`src/rtl/gpio_edge_pkg.sv`:
```
package gpio_edge_pkg;

  // Word index of each register (byte offset / 4); software depends on it.
  typedef enum logic [2:0] {
    SEL_LEVEL = 3'd0,
    SEL_DIR   = 3'd1,
    SEL_SET   = 3'd2,
    SEL_CLR   = 3'd3,
    SEL_RISE  = 3'd4,
    SEL_FALL  = 3'd5,
    SEL_STAT  = 3'd6,
    SEL_ALT   = 3'd7
  } regSelE;

  typedef struct packed {
    logic   wrDir;
    logic   wrSet;
    logic   wrClr;
    logic   wrRise;
    logic   wrFall;
    logic   wrAck;
    logic   wrAlt;
    regSelE rdSel;
  } ctlStrobesT;

endpackage

```
`src/rtl/gpio_edge_ctl.sv`:
```
module gpio_edge_ctl
  import gpio_edge_pkg::*;
#(
  parameter int ADDR_W = 5
) (
  input  logic [ADDR_W-1:0] busAddr,
  input  logic              busWrEn,
  output ctlStrobesT        stb
);

  localparam int WORD_LSB = 2;

  logic   aligned;
  logic   wrOk;
  regSelE sel;

  assign aligned = (busAddr[WORD_LSB-1:0] == '0);
  assign wrOk    = busWrEn && aligned;
  assign sel     = regSelE'(busAddr[WORD_LSB +: 3]);

  always_comb begin
    stb        = '0;
    stb.rdSel  = sel;
    stb.wrDir  = wrOk && (sel == SEL_DIR);
    stb.wrSet  = wrOk && (sel == SEL_SET);
    stb.wrClr  = wrOk && (sel == SEL_CLR);
    stb.wrRise = wrOk && (sel == SEL_RISE);
    stb.wrFall = wrOk && (sel == SEL_FALL);
    stb.wrAck  = wrOk && (sel == SEL_STAT);
    stb.wrAlt  = wrOk && (sel == SEL_ALT);
  end

endmodule

```
`src/rtl/gpio_edge_dp.sv`:
```
module gpio_edge_dp
  import gpio_edge_pkg::*;
#(
  parameter int NUM_PINS      = 28,
  parameter int NUM_DEDICATED = 11,
  parameter int DATA_W        = 32
) (
  input  logic                     clk,
  input  logic                     rstN,
  input  ctlStrobesT               stb,
  input  logic [NUM_PINS-1:0]      wrData,
  input  logic [NUM_PINS-1:0]      pinIn,
  output logic [DATA_W-1:0]        rdData,
  output logic [NUM_PINS-1:0]      pinOut,
  output logic [NUM_PINS-1:0]      pinDir,
  output logic [NUM_DEDICATED-1:0] irqPin,
  output logic                     irqShared
);

  localparam int PAD_W     = DATA_W - NUM_PINS;
  localparam int SHARED_LO = NUM_DEDICATED;

  logic [NUM_PINS-1:0] syncA, syncB, syncPrev;
  logic [NUM_PINS-1:0] dirReg, latchReg, riseEn, fallEn, statReg, altReg;
  logic [NUM_PINS-1:0] edgeHit;
  logic [NUM_PINS-1:0] ackMask;
  logic [NUM_PINS-1:0] rdSel;

  // Two-flop synchronizer plus one delayed copy for edge comparison
  always_ff @(posedge clk or negedge rstN) begin
    if (!rstN) begin
      syncA    <= '0;
      syncB    <= '0;
      syncPrev <= '0;
    end else begin
      syncA    <= pinIn;
      syncB    <= syncA;
      syncPrev <= syncB;
    end
  end

  assign edgeHit = ((syncB & ~syncPrev) & riseEn) | ((~syncB & syncPrev) & fallEn);
  assign ackMask = stb.wrAck ? wrData : '0;

  always_ff @(posedge clk or negedge rstN) begin
    if (!rstN) begin
      dirReg   <= '0;
      latchReg <= '0;
      riseEn   <= '0;
      fallEn   <= '0;
      statReg  <= '0;
      altReg   <= '0;
    end else begin
      if (stb.wrDir)  dirReg <= wrData;
      if (stb.wrRise) riseEn <= wrData;
      if (stb.wrFall) fallEn <= wrData;
      if (stb.wrAlt)  altReg <= wrData;
      if (stb.wrSet)      latchReg <= latchReg | wrData;
      else if (stb.wrClr) latchReg <= latchReg & ~wrData;
      // A fresh edge wins over a simultaneous clear
      statReg <= (statReg & ~ackMask) | edgeHit;
    end
  end

  always_comb begin
    unique case (stb.rdSel)
      SEL_LEVEL: rdSel = syncB;
      SEL_DIR:   rdSel = dirReg;
      SEL_SET,
      SEL_CLR:   rdSel = latchReg;
      SEL_RISE:  rdSel = riseEn;
      SEL_FALL:  rdSel = fallEn;
      SEL_STAT:  rdSel = statReg;
      SEL_ALT:   rdSel = altReg;
      default:   rdSel = '0;
    endcase
  end

  assign rdData = {{PAD_W{1'b0}}, rdSel};
  assign pinOut = latchReg;
  assign pinDir = dirReg;

  for (genvar g = 0; g < NUM_DEDICATED; g++) begin : g_dedicated
    assign irqPin[g] = statReg[g];
  end
  assign irqShared = |statReg[NUM_PINS-1:SHARED_LO];

  // set writes raise every addressed bit
  p_set_r2: assert property (@(posedge clk) disable iff (!rstN)
    stb.wrSet |=> ((latchReg & $past(wrData)) == $past(wrData)));

  // without a set or clear strobe the latch holds
  p_latch_hold_r2: assert property (@(posedge clk) disable iff (!rstN)
    (!stb.wrSet && !stb.wrClr) |=> $stable(latchReg));

  // clear writes drop every addressed bit
  p_clr_r3: assert property (@(posedge clk) disable iff (!rstN)
    stb.wrClr |=> ((latchReg & $past(wrData)) == '0));

  // direction register takes the written mask
  p_dir_r4: assert property (@(posedge clk) disable iff (!rstN)
    stb.wrDir |=> (dirReg == $past(wrData)));

  // a status bit only turns on where an enabled edge was seen
  p_edge_src_r6: assert property (@(posedge clk) disable iff (!rstN)
    1'b1 |=> (((statReg & ~$past(statReg)) & ~$past(edgeHit)) == '0));

  // an edge coinciding with a clear is kept
  p_ack_keep_r9: assert property (@(posedge clk) disable iff (!rstN)
    stb.wrAck |=> ((statReg & $past(edgeHit)) == $past(edgeHit)));

  // the shared line can only rise after an edge on its pins
  p_shared_src_r10: assert property (@(posedge clk) disable iff (!rstN)
    $rose(irqShared) |-> ($past(edgeHit[NUM_PINS-1:SHARED_LO]) != '0));

endmodule

```
`src/rtl/gpio_edge_ctrl.sv`:
```
module gpio_edge_ctrl
  import gpio_edge_pkg::*;
#(
  parameter  int NUM_PINS      = 28,
  parameter  int NUM_DEDICATED = 11,
  parameter  int DATA_W        = 32,
  localparam int ADDR_W        = 5
) (
  input  logic                     clk,
  input  logic                     rstN,
  input  logic [ADDR_W-1:0]        busAddr,
  input  logic                     busWrEn,
  input  logic [DATA_W-1:0]        busWrData,
  output logic [DATA_W-1:0]        busRdData,
  input  logic [NUM_PINS-1:0]      pinIn,
  output logic [NUM_PINS-1:0]      pinOut,
  output logic [NUM_PINS-1:0]      pinDir,
  output logic [NUM_DEDICATED-1:0] irqPin,
  output logic                     irqShared
);

  ctlStrobesT stb;
  logic       wrDataUnused;

  assign wrDataUnused = ^busWrData[DATA_W-1:NUM_PINS];

  gpio_edge_ctl #(.ADDR_W(ADDR_W)) i_ctl (
    .busAddr (busAddr),
    .busWrEn (busWrEn),
    .stb     (stb)
  );

  gpio_edge_dp #(
    .NUM_PINS      (NUM_PINS),
    .NUM_DEDICATED (NUM_DEDICATED),
    .DATA_W        (DATA_W)
  ) i_dp (
    .clk       (clk),
    .rstN      (rstN),
    .stb       (stb),
    .wrData    (busWrData[NUM_PINS-1:0]),
    .pinIn     (pinIn),
    .rdData    (busRdData),
    .pinOut    (pinOut),
    .pinDir    (pinDir),
    .irqPin    (irqPin),
    .irqShared (irqShared)
  );

endmodule

```
`config.mk`:
```
export PLATFORM = sky130hd
export DESIGN_NAME = gpio_edge_ctrl
export DESIGN_NICKNAME = d
export VERILOG_FILES = /design/src/rtl/gpio_edge_pkg.sv /design/src/rtl/gpio_edge_ctl.sv /design/src/rtl/gpio_edge_dp.sv /design/src/rtl/gpio_edge_ctrl.sv
export SDC_FILE = /design/constraint.sdc
export NUM_CORES = 1
export LEC_CHECK = 0
export BUFFER_PORTS_ARGS = -buffer_cell sky130_fd_sc_hd__buf_4
export CAP_MARGIN = 10
export CORE_MARGIN = 10
export CORE_UTILIZATION = 61
export DETAILED_ROUTE_END_ITERATION = 7
export GPL_ROUTABILITY_DRIVEN = 1
export PLACE_DENSITY = 0.86
export SYNTH_ARGS = -nofsm -noshare
export SYNTH_HDL_FRONTEND = slang
export SYNTH_HIERARCHICAL = 1
export SYNTH_SLANG_ARGS = --single-unit
export TNS_END_PERCENT = 5
```
`constraint.sdc`:
```
create_clock -name clk -period 2 [get_ports clk]
set_clock_uncertainty 0.05 [all_clocks]
set_input_delay 0.2 -clock clk [delete_from_list [all_inputs] [get_ports clk]]
set_output_delay 0.2 -clock clk [all_outputs]
set_load 0.03 [all_outputs]
```
# --- Word level (Yosys, flattened, before mapping) ---
# Cells that the tools add are included.
op_classes:
  eq_ne: 7
  muxes: 4
  bitwise_logic: 13
  n_reduce_logical: 13
ops:
  columns: ["operator", "n"]
  rows:
  - ["$pmux W28 S7", 1]
  - ["$and A28 B28 Y28", 6]
  - ["$not A28 Y28", 4]
  - ["$mux W28", 3]
  - ["$or A28 B28 Y28", 3]
  - ["$reduce_or A17 Y1", 1]
  - ["$eq A3 B3 Y1 const B", 4]
  - ["$logic_and A1 B1 Y1", 8]
  - ["$eq A3 B2 Y1 const B", 2]
  - ["$eq A3 B1 Y1 const B", 1]
  - ["$logic_not A3 Y1", 1]
  - ["$logic_not A2 Y1", 1]
  - ["$reduce_bool A2 Y1", 1]
  - ["$reduce_or A2 Y1", 1]
totals:
  register_bits: 252
  input_bits: 68
  output_inout_bits: 100
  wordCells: 46

# --- Depth between registers and ports, before layout ---
# Gate-level depths: netlist (run 1).
logic_depth:
  depth_word: 7
  depth_mapped: 7
  ltp_nobuf: 5

# --- Modules after synthesis ---
# Netlist (run 1), hierarchy kept.
modules_own_cells:
  columns: ["mod", "instances", "cells_each", "area_each_um2", "seq_area_each_um2"]
  rows:
  - ["gpio_edge_dp", 1, 863, 10725.3, 6306.0]
  - ["gpio_edge_ctl", 1, 15, 97.6, 0.0]

# --- Least setup slack after synthesis (run 1) ---
# Ideal clock, no wire load.
synth_path:
  path_type: "input to output"
  startpoint: "input busAddr[2]"
  endpoint: "output busRdData[12]"
  arrival_ps: 1606
  t_required_ps: 1750
  slack_ps: 144
  cell_stages: 6
  path_buffers: 4
  path_cell_list: "buf_4 > buf_6 > buf_6 > buf_2 > a221o_1 > a31oi_1"
synth_between:
  elab_chain_len: 3
  word_cells_on_any_way: 10
  cone_classes: "eq/ne (7); mux (1); reduce/logical (2)"
synth_rtl:
  columns: ["element", "line", "source"]
  rows:
  - ["start: declaration", "gpio_edge_ctrl.sv:11", "input logic [ADDR_W-1:0] busAddr,"]
  - ["$eq A3 B2 Y1", "gpio_edge_dp.sv:66", "unique case (stb.rdSel)"]
  - ["$reduce_or A2 Y1", "gpio_edge_dp.sv:66", null]
  - ["$pmux W28 S7 (*)", "gpio_edge_dp.sv:66", null]
  - ["end: declaration", "gpio_edge_ctrl.sv:14", "output logic [DATA_W-1:0] busRdData,"]
# Mark *: on every way between the ends. The rest lies on a longest branch, timed or not.

# --- Final worst setup path (run 1) ---
layout_path:
  startpoint: "register i_dp.statReg[19]"
  endpoint: "output irqShared"
layout_between:
  elab_chain_len: 1
layout_rtl:
  columns: ["element", "line", "source"]
  rows:
  - ["start: declaration", "gpio_edge_dp.sv:24", "logic [NUM_PINS-1:0] dirReg, latchReg, riseEn, fallEn, statReg, altReg;"]
  - ["start signal: assignment", "gpio_edge_dp.sv:61", "statReg <= (statReg & ~ackMask) | edgeHit;"]
  - ["$reduce_or A17 Y1", "gpio_edge_dp.sv:86", "assign irqShared = |statReg[NUM_PINS-1:SHARED_LO];"]
  - ["end: declaration", "gpio_edge_ctrl.sv:19", "output logic irqShared"]
# No other way between the ends.

==> results.tsv, run 1 <==
stage	metric	value	unit
sta	post-layout minimum cycle time	2.37	ns
sta	Slew Viols, Final	0	
detailed_routing	Detailed Route Iter0 Violations	756	
yosys	post-synthesis cell count	878	
setup_path	crit-path cells	nor4_4, nand4_1, or4_4, buf_6	
sta	Period Utilization, post-route	118	%
yosys	share of synthesized registers carrying an async set or reset	100	%
global_routing	first-pass GRT wire length	48500	um
yosys	Yosys top cell by area	dfrtp_1	
yosys	Top FF cell, synth	dfrtp_1	
sta	Fin Hold WS	0.152	ns
setup_path	Crit Path Max Fanout	3	
detailed_routing	drt first pass iters	5	
yosys	most frequent cell after synthesis	dfrtp_1	
global_routing	global-route met1 utilization	31.4	%
power_and_ir_drop	maximum vdd drop	0.000841	V
die	chip height	153	um
sta	final number of hold-violating endpoints	0	
detailed_routing	via/cell ratio	6.20	
worst_hold_path	Hold Crit Class	primary input to async pin	
setup_path	Worst Path Arrival	2.12	ns
setup_path	crit end category	output pin	
die	Cell Rows	48	
sta	Final WS setup	-0.369	ns
sta	Setup violations, final	5	
clocking	Clock Sinks	252	
yosys	Syn Area/Cell	12.3	sq um
global_routing	met2 Usage GRT	41.9	%
job	max_cap viols	0	
yosys	register area share after synthesis	58.3	%
detailed_routing	Antenna Nets Post-Route	0	
global_routing	largest net degree at the start of global routing	58	
setup_path	critical path class	flop to output pin	
setup_path	Slowest cell on crit path	or4_4	
clocking	clock latency on the worst-skew pair	0.53	ns
detailed_routing	final WL	30700	um
placed_design	buffers added on ports	159	
detailed_routing	# DRC	0	
sta	RSZ-0062 raised after global routing	true	
setup_path	CP required	1.75	ns
yosys	top post-synthesis cells by area	dfrtp_1 58%, mux2_2 12%, nand2_1 3.7%	
status	failing checks	negative setup slack	
layout	area grow syn2layout	27.9	%
clocking	CTS H-tree lvls	1	
yosys	Post-synth EDFFs	0	
clocking	CTS buffer count	26	
yosys	most instantiated cells after synthesis	252 x dfrtp_1, 119 x mux2_2, 107 x nand2_1	
clocking	Longest Clk Path Bufs	3	
die	full die area	23500	sq um
setup_path	critical path startpoint category	flop	
die	total core area	17400	sq um
clocking	clock-pin slew of the registers on the worst-case setup and hold paths	0.06	ns
yosys	synthesized flop and latch total	252	
layout	NumNets Final	1170	
die	Ports	168	
yosys	Synth Cell Area	10800	sq um
power_and_ir_drop	LEAKAGE	6.31	nW
yosys	Synth cell types	50	
sta	f_max	422	MHz
clocking	Root Buffer	clkbuf_16	
yosys	Syn. warnings	6	
detailed_routing	via count	8357	
global_routing	GR Util met3	5.05	%
layout	share of cells above drive strength 1	36.2	%
layout	Finished Core Util	79.7	%
placed_design	Final Wtd Congestion	0.852	
global_routing	initial antenna violation count	2	
global_routing	vias in the first global route	8779	
placed_design	final HPWL from detailed placement	20100	um
global_routing	grt peak-use layer	met2	
global_routing	total track usage	25.3	%
yosys	post-synth top area share	58.3	%
sta	max_slew headroom	43.1	%
status	status	complete, but fails checks	
detailed_routing	routed len/inst	22.8	um
setup_path	Largest stage delay, worst path	0.46	ns
power_and_ir_drop	power per cell area	1010	nW/um^2
clocking	CTS tree	yes	
sta	Worst-Margin Slew	0.850	ns
die	Initial Util	62.4	%
die	Die W	153	um
global_routing	grt ovf	0	
cell families (layout without fill, tap and decap cells):
kind of cell           count (synthesis)  in the layout  synth area share, %
buffers and inverters                104            344                 5.26
and+or+nand+nor                      194            194                 8.59
other                                  1              6               0.0346
AOI/OAI and AO/OA                    179            179                 12.4
DFF                                  252            252                 58.3
muxes                                148            148                 15.4
routing by layer:
layer / vias up / routed length, um
li1: 3586 / -
met1: 4247 / 11900
met2: 442 / 15400
met3: 82 / 2400
met4: 0 / 1050
met5: - / 0
per-stage QoR:
step / std cells / total power, mW / setup slack, ns / setup TNS [ns] / area [sq um]
after floorplan: 881 / 8.06 / 0.144 / 0 / 10800
after global placement: 1241 / 9.14 / 0.0489 / 0 / 12300
after detailed placement: 1241 / 9.27 / -0.0665 / -0.0665 / 12300
after CTS: 1346 / 14.0 / -0.395 / -0.413 / 13800
after global routing: 1348 / 14.5 / -0.422 / -0.983 / 13800
final: 1348 / 14.0 / -0.369 / -0.450 / 13800
power breakdown:
group | leakage (nW) | switching (mW) | total, mW | internal (mW)
sequential | 3.02 | 0.581 | 6.39 | 5.81
combinational | 2.89 | 1.63 | 3.00 | 1.37
clock | 0.402 | 2.01 | 4.60 | 2.59
cells in the final DEF, fill, tap and decap left out, drive strengths merged, types with 5 or more instances in the layout:
cell	count
nor3b	6
a31oi	14
mux2	120
nand2b	14
a21bo	9
and3b	9
nand2	107
a22o	28
clkinv	8
and3	5
a21oi	9
a32oi	37
clkbuf	35
o21ai	42
mux2i	25
buf	207
o211ai	9
dfrtp	252
inv	34
nor2	28
dlygate4sd3	57
nor2b	8
o2bb2ai	8
o32a	8
final timing paths:
kind / startpoint / endpoint / slack [ns] / cells after the start
max: i_dp/statReg[19] / irqShared / -0.37 / 4
min: rstN / i_dp/syncB[1] / 0.15 / 2
max reg2reg: i_dp/syncB[17] / i_dp/statReg[17] / 0.98 / 3
min reg2reg: i_dp/syncA[6] / i_dp/syncB[6] / 0.30 / 0
max in group asynchronous: rstN / i_dp/statReg[17] / 1.02 / 3
min in group clk: pinIn[25] / i_dp/syncA[25] / 0.27 / 2
critical path, delay by kind of cell, from the launching register on:
kind          cells  cell delay, ns
buf+inv           1            0.16
flops             1            0.44
simple gates      3            0.99
layout make-up:
type,instances,area [sq um]
Sequential cell,252,6310
Multi-Input combinational cell,525,4040
Fill cell,937,3520
Timing Repair Buffer,264,2260
Clock buffer,35,734
Tap cell,225,282
Inverter,33,124
Clock inverter,12,85.1
Antenna cell,2,5.00
timing repair:
action,CTS,global route
buffers inserted,1,0
endpoints found under the hold margin,354,0
hold buffers,57,0
resized for setup,14,12
pin swaps,8,10
setup endpoints to repair,7,22
No activity file was read; power rests on OpenSTA's default activity.
==> inputs of run 2 (changes only) <==
--- a/config.mk
+++ b/config.mk
@@ -14,6 +14,5 @@
 export PLACE_DENSITY = 0.86
 export SYNTH_ARGS = -nofsm -noshare
 export SYNTH_HDL_FRONTEND = slang
-export SYNTH_HIERARCHICAL = 1
 export SYNTH_SLANG_ARGS = --single-unit
 export TNS_END_PERCENT = 5
==> run 2 against run 1 <==
  * The flow still finishes with violations (negative setup slack)
  * Setup slack got worse by 0.0040 ns
  * Routed wire length down 0.61%
  * Die area up 0.33%
  * Total power increased by 3.5%
  * Critical path depth unchanged
  * Combinational power rose by 4%
  * Clock power rose by 7.2%
  * Final area up 1.1%
  * Count of clock-buffer cells in the layout is 2 higher
  * Via count is 1.7% lower
  * Non-clock buffer count up 2
  * Highest routed layer unchanged
==> results.tsv, run 2 <==
stage	metric	value	unit	change
global_routing	first-pass GRT wire length	48600	um	about the same
yosys	share of synthesized registers carrying an async set or reset	100	%	unchanged
clocking	Root Buffer	clkbuf_16		
setup_path	crit end category	output pin		
worst_hold_path	Hold Crit Class	primary input to async pin		
clocking	CTS tree	yes		
layout	FILL cells	927		-1.1%
die	Cell Rows	48		unchanged
power_and_ir_drop	power per cell area	1030	nW/um^2	+2.3%
layout	share of cells above drive strength 1	32.8	%	-3.5 points
die	chip height	153	um	+0.17%
clocking	clock-pin slew of the registers on the worst-case setup and hold paths	0.06	ns	about the same
placed_design	buffers added on ports	159		unchanged
detailed_routing	Antenna Nets Post-Route	0		unchanged
yosys	Top FF cell, synth	dfrtp_1		
die	Initial Util	62.6	%	+0.24 points
yosys	post-synth top area share	58.0	%	-0.22 points
placed_design	Final Wtd Congestion	0.900		+5.7%
setup_path	Worst Path Arrival	2.12	ns	about the same
setup_path	Crit Path Max Fanout	2		-1
yosys	Syn. warnings	0		-6
die	total core area	17400	sq um	unchanged
yosys	Synth Cell Area	10900	sq um	+0.38%
detailed_routing	# DRC	0		unchanged
yosys	post-synthesis cell count	898		+2.3%
global_routing	total track usage	25.3	%	+0.039 points
setup_path	critical path startpoint category	flop		
detailed_routing	final WL	30600	um	-0.61%
power_and_ir_drop	maximum vdd drop	0.000767	V	-8.8%
placed_design	final HPWL from detailed placement	19300	um	-4.1%
global_routing	vias in the first global route	9002		+2.5%
yosys	top post-synthesis cells by area	dfrtp_1 58%, mux2_2 11%, mux2i_1 5.4%		
setup_path	CP required	1.75	ns	about the same
yosys	most instantiated cells after synthesis	252 x dfrtp_1, 109 x mux2_2, 102 x nand2_1		
sta	Fin Setup TNS	-0.450	ns	-0.000321 ns
yosys	Synth cell types	38		-24%
clocking	CTS buffer count	26		unchanged
sta	final number of hold-violating endpoints	0		unchanged
sta	RSZ-0062 raised after global routing	true		
layout	diode count	0		-2
yosys	Yosys top cell by area	dfrtp_1		
setup_path	cells on worst reg2reg path	3		unchanged
global_routing	grt ovf	0		unchanged
yosys	Post-synth EDFFs	0		unchanged
status	status	complete, but fails checks		
yosys	Syn Area/Cell	12.1	sq um	-1.9%
clocking	Clock Sinks	252		unchanged
detailed_routing	via count	8214		-1.7%
die	Ports	168		unchanged
die	Die W	153	um	+0.17%
layout	NumNets Final	1203		+2.8%
clocking	CTS H-tree lvls	1		unchanged
power_and_ir_drop	LEAKAGE	6.61	nW	+4.8%
setup_path	critical path class	flop to output pin		
yosys	most frequent cell after synthesis	dfrtp_1		
sta	post-layout minimum cycle time	2.37	ns	+0.00403 ns
layout	leading cell type in the layout, fill and taps excluded	dfrtp_1		
setup_path	worst reg2reg endpoint	i_dp.statReg[26]		
sta	Final WS setup	-0.373	ns	-0.00403 ns
global_routing	initial antenna violation count	0		-2
clocking	clock latency on the worst-skew pair	0.53	ns	about the same
sta	f_max	421	MHz	-0.17%
sta	Slew Viols, Final	0		unchanged
clocking	Longest Clk Path Bufs	3		unchanged
detailed_routing	drt first pass iters	5		unchanged
sta	Fin Hold WS	0.139	ns	-0.0125 ns
setup_path	reg2reg start	i_dp.syncB[26]		
yosys	synthesized flop and latch total	252		unchanged
job	max_cap viols	0		unchanged
power_and_ir_drop	Pwr Total	14.5	mW	+3.5%
global_routing	largest net degree at the start of global routing	58		unchanged
setup_path	worst reg-to-reg setup slack	0.97	ns	about the same
layout	area grow syn2layout	28.8	%	
die	full die area	23500	sq um	+0.33%
sta	Period Utilization, post-route	119	%	+0.20 points
detailed_routing	Detailed Route Iter0 Violations	626		-17%
detailed_routing	via/cell ratio	5.96		-3.9%
detailed_routing	routed len/inst	22.2	um	-2.8%
layout	most frequent cells in the layout	252 x dfrtp_1, 193 x buf_4, 109 x mux2_2		
yosys	register area share after synthesis	58.0	%	-0.22 points
sta	Setup violations, final	3		-2
status	failing checks	negative setup slack		
==> run 2: cell count changes in the layout (fill, tap and decap cells not counted), moves of 9 or more <==
| cell | change |
|---|---|
| a21o_1 | +28 |
| nand3b_1 | +27 |
| a22o_1 | -28 |
| nand3_1 | +15 |
| a32oi_1 | -36 |
| mux2_2 | -10 |
| o21ai_0 | +14 |
| a21bo_2 | -9 |
| o211ai_1 | -9 |
| nor2_1 | +13 |
| and3b_1 | -9 |
| mux2i_1 | +35 |
==> run 2: metrics by stage <==
step | cells | cell area, sq um | util, % | setup WS, ns
2_1_floorplan | 901 | 10900 | - | 0.114
3_3_place_gp | 1271 | 12500 | 71.8 | 0.136
3_5_place_dp | 1271 | 12500 | 71.8 | 0.148
4_1_cts | 1379 | 14000 | 80.4 | -0.300
5_1_grt | 1379 | 14000 | 80.6 | -0.418
6_report | 1379 | 14000 | 80.6 | -0.373
==> run 2: worst max-delay path by stage <==
stage	from	end	slack (ns)
finish	i_dp.statReg[23]	irqShared	-0.37
global route	i_dp.statReg[27]	irqShared	-0.42
CTS	i_dp.statReg[27]	irqShared	-0.30
detailed placement	i_dp.statReg[20]	irqShared	0.15
global placement	i_dp.statReg[26]	irqShared	0.14
floorplan	busAddr[2]	busRdData[0]	0.11
==> run 2: what timing repair did <==
item | CTS | global route
hold buffers | 57 | 0
hold endpoints to repair | 424 | 0
gates resized for setup | 9 | 8
pin swaps | 5 | 1
endpoints found under the setup margin | 5 | 10
setup buffers | 4 | 0
==> run 2: power breakdown <==
group / switching [mW] / internal [mW] / leakage [nW] / total [mW]
Sequential: 0.586 / 5.83 / 2.96 / 6.41
Clock: 1.97 / 2.96 / 0.429 / 4.93
Combinational: 1.73 / 1.40 / 3.22 / 3.13
Total: 4.28 / 10.2 / 6.61 / 14.5
==> run 2: area by class of cell <==
cell class	instances	area, sq um	share of cell area (%)
sequential	252	6310	45.1
timing repair buffer	266	2320	16.6
inverter	30	113	0.805
clock buffer	37	743	5.31
clock inverter	10	128	0.912
multi-input combinational	559	4110	29.4
tap	225	282	2.01
==> run 2: per-layer routing <==
layer | share of wire (%) | routed length [um] | global-route usage, % | vias up
li1 | - | - | - | 3602
met5 | 0 | 0 | 0 | -
met1 | 38 | 11700 | 30.4 | 4150
met4 | 3.6 | 1120 | 10.2 | 0
met2 | 50 | 15300 | 43.1 | 377
met3 | 7.8 | 2390 | 5.89 | 85
==> run 2: cell families (layout without fill, tap and decap cells) <==
| logic type | count (synthesis) | after routing | share of synthesized area (%) |
|---|---|---|---|
| AO/OA/AOI/OAI | 145 | 145 | 8.42 |
| other | 1 | 4 | 0.0345 |
| AND/OR/NAND/NOR | 235 | 235 | 10.9 |
| multiplexers | 175 | 175 | 17.9 |
| flip-flops | 252 | 252 | 58.0 |
| buffers and inverters | 90 | 343 | 4.74 |
==> run 2: worst max-delay path, cell delays in order, from the launching register on <==
cell	delay [ns]
dfrtp_1	0.40
nor4_2	0.34
nand4_1	0.21
or4_4	0.48
buf_6	0.16
==> inputs of run 3 (changes only) <==
--- a/config.mk
+++ b/config.mk
@@ -12,6 +12,7 @@
 export DETAILED_ROUTE_END_ITERATION = 7
 export GPL_ROUTABILITY_DRIVEN = 1
 export PLACE_DENSITY = 0.86
+export REMOVE_ABC_BUFFERS = 1
 export SYNTH_ARGS = -nofsm -noshare
 export SYNTH_HDL_FRONTEND = slang
 export SYNTH_SLANG_ARGS = --single-unit
==> run 3 against run 2 <==
  * The run still ends with negative setup slack left
  * Final area rose by 0.27%
  * Count of clock-buffer cells in the layout is 4 higher
  * Register-to-register slack better by 0.07 ns
  * Total power grew 0.54%
  * Fmax rose by 3.1%
  * Clock power is 2% higher
  * Routed wire length increased by 0.59%
  * Worst hold slack worse by 0.049 ns
  * Flip-flop and latch count unchanged
  * Largest cell class unchanged
  * Largest power group unchanged
  * Highest routed layer unchanged
==> results.tsv, run 3 (synthesis results as in run 2) <==
stage	metric	value	unit	change
status	status	complete, but fails checks		
status	failing checks	negative setup slack		
sta	Period Utilization, post-route	115	%	-3.6 points
global_routing	vias in the first global route	8977		-0.28%
global_routing	first-pass GRT wire length	48700	um	+0.33%
setup_path	crit end category	output pin		
setup_path	reg2reg start	i_dp.syncB[26]		
sta	f_max	435	MHz	+3.1%
sta	final number of hold-violating endpoints	0		unchanged
sta	max_slew headroom	39.2	%	
detailed_routing	# DRC	0		unchanged
sta	Fin Setup TNS	-0.301	ns	+0.149 ns
global_routing	met2 Usage GRT	43.2	%	+0.12 points
clocking	CTS tree	yes		
setup_path	Crit Path Max Fanout	2		unchanged
placed_design	Placed Area	12500	sq um	+0.10%
layout	diode count	0		unchanged
global_routing	initial antenna violation count	0		unchanged
clocking	clock latency on the worst-skew pair	0.52	ns	about the same
placed_design	DP Cell Count	1274		+0.24%
clocking	clock-pin slew of the registers on the worst-case setup and hold paths	0.06	ns	about the same
global_routing	largest net degree at the start of global routing	68		+17%
global_routing	global-route met1 utilization	31.4	%	+1.0 points
detailed_routing	final WL	30700	um	+0.59%
setup_path	worst reg-to-reg setup slack	1.04	ns	+0.07 ns
die	chip height	153	um	unchanged
sta	Final WS setup	-0.301	ns	+0.0715 ns
sta	Worst-Margin Slew	0.909	ns	
global_routing	grt peak-use layer	met2		
power_and_ir_drop	Pwr Total	14.6	mW	+0.54%
setup_path	critical path class	flop to output pin		
clocking	CTS H-tree lvls	1		unchanged
setup_path	crit-path cells	nor4_4, nand4_1, or4_4, buf_6		
placed_design	Final Wtd Congestion	0.862		-4.3%
layout	leading cell type in the layout, fill and taps excluded	dfrtp_1		
die	Ports	168		unchanged
die	Initial Util	62.6	%	unchanged
worst_hold_path	Hold Path Origin	busAddr[2]		
detailed_routing	Detailed Route Iter0 Violations	664		+6.1%
setup_path	critical path startpoint category	flop		
placed_design	final HPWL from detailed placement	19300	um	about the same
clocking	Longest Clk Path Bufs	3		unchanged
die	Cell Rows	48		unchanged
layout	non-filler cells, final	1381		+0.15%
clocking	CTS buffer count	26		unchanged
layout	most frequent cells in the layout	250 x dfrtp_1, 194 x buf_4, 109 x mux2_2		
detailed_routing	via count	8228		+0.17%
layout	finished layout cell area	14000	sq um	+0.27%
worst_hold_path	Hold Crit Class	primary input to flop		
power_and_ir_drop	maximum vdd drop	0.000823	V	+7.3%
clocking	Clock Sinks	252		unchanged
detailed_routing	via/cell ratio	5.96		about the same
setup_path	Largest stage delay, worst path	0.47	ns	about the same
detailed_routing	routed len/inst	22.3	um	+0.44%
worst_hold_path	hold depth	2		
sta	Fin Hold WS	0.0901	ns	-0.0490 ns
setup_path	Slowest cell on crit path	or4_4		
sta	RSZ-0062 raised after global routing	true		
detailed_routing	Antenna Nets Post-Route	0		unchanged
sta	Slew Viols, Final	0		unchanged
clocking	Root Buffer	clkbuf_16		
global_routing	total track usage	25.4	%	+0.10 points
sta	Setup violations, final	1		-2
layout	share of cells above drive strength 1	33.3	%	+0.55 points
layout	FILL cells	931		+0.43%
power_and_ir_drop	power per cell area	1040	nW/um^2	+0.27%
layout	NumNets Final	1204		+0.083%
job	max_cap viols	0		unchanged
die	total core area	17400	sq um	unchanged
layout	area grow syn2layout	29.2	%	
power_and_ir_drop	LEAKAGE	6.63	nW	+0.27%
die	Die W	153	um	unchanged
detailed_routing	drt first pass iters	5		unchanged
die	full die area	23500	sq um	unchanged
setup_path	Worst Path Arrival	2.05	ns	-0.07 ns
setup_path	CP required	1.75	ns	about the same
setup_path	worst reg2reg endpoint	i_dp.statReg[26]		
setup_path	cells on worst reg2reg path	3		unchanged
global_routing	grt ovf	0		unchanged
layout	Finished Core Util	80.9	%	+0.22 points
placed_design	worst slack, placed	0.0782	ns	-0.0699 ns
global_routing	GR Util met3	5.44	%	-0.45 points
sta	post-layout minimum cycle time	2.30	ns	-0.0715 ns
placed_design	buffers added on ports	159		unchanged
==> run 3: what timing repair did <==
item	CTS	global route
hold endpoints to repair	256	0
resized for setup	7	16
endpoints found under the setup margin	3	14
buffers inserted	2	0
pin swaps	2	2
cloned	0	0
hold buffers	57	0
==> run 3: worst max-delay path, delay by kind of cell (launching register included) <==
kind	cells	cell delay [ns]
and+or+nand+nor	3	0.92
DFF	1	0.44
buffers and inverters	1	0.16
==> run 3: metal layers <==
| layer | vias up | share of wire, % |
|---|---|---|
| met5 | - | 0 |
| met4 | 0 | 2.8 |
| met3 | 70 | 7.2 |
| met2 | 345 | 50 |
| met1 | 4199 | 40 |
| li1 | 3614 | - |
==> run 3: worst max path at each step <==
stage	startpoint	to	slack, ns	cells after the start
2_1_floorplan	busAddr[0]	i_dp.altReg[0]	0.13	3
5_1_grt	i_dp.statReg[27]	irqShared	-0.33	4
6_report	i_dp.statReg[22]	irqShared	-0.30	4
4_1_cts	i_dp.statReg[22]	irqShared	-0.26	4
3_5_place_dp	i_dp.statReg[20]	irqShared	0.08	4
3_3_place_gp	i_dp.statReg[20]	irqShared	0.12	4
==> run 3: final cells by class <==
class / instances / area [sq um] / share of cell area, %
inverters: 30 / 113 / 0.802
multi-input cells: 559 / 4120 / 29.4
repair buffers: 267 / 2320 / 16.5
flip-flops and latches: 252 / 6310 / 44.9
well taps: 225 / 282 / 2.01
clock buffers: 41 / 808 / 5.76
clock inverters: 7 / 87.6 / 0.624
==> run 3: report_power, final <==
| group | total, mW | switching (mW) | internal, mW |
|---|---|---|---|
| Sequential | 6.41 | 0.588 | 5.83 |
| Combinational | 3.13 | 1.73 | 1.40 |
| Clock | 5.01 | 1.99 | 3.02 |
| Total | 14.6 | 4.31 | 10.2 |
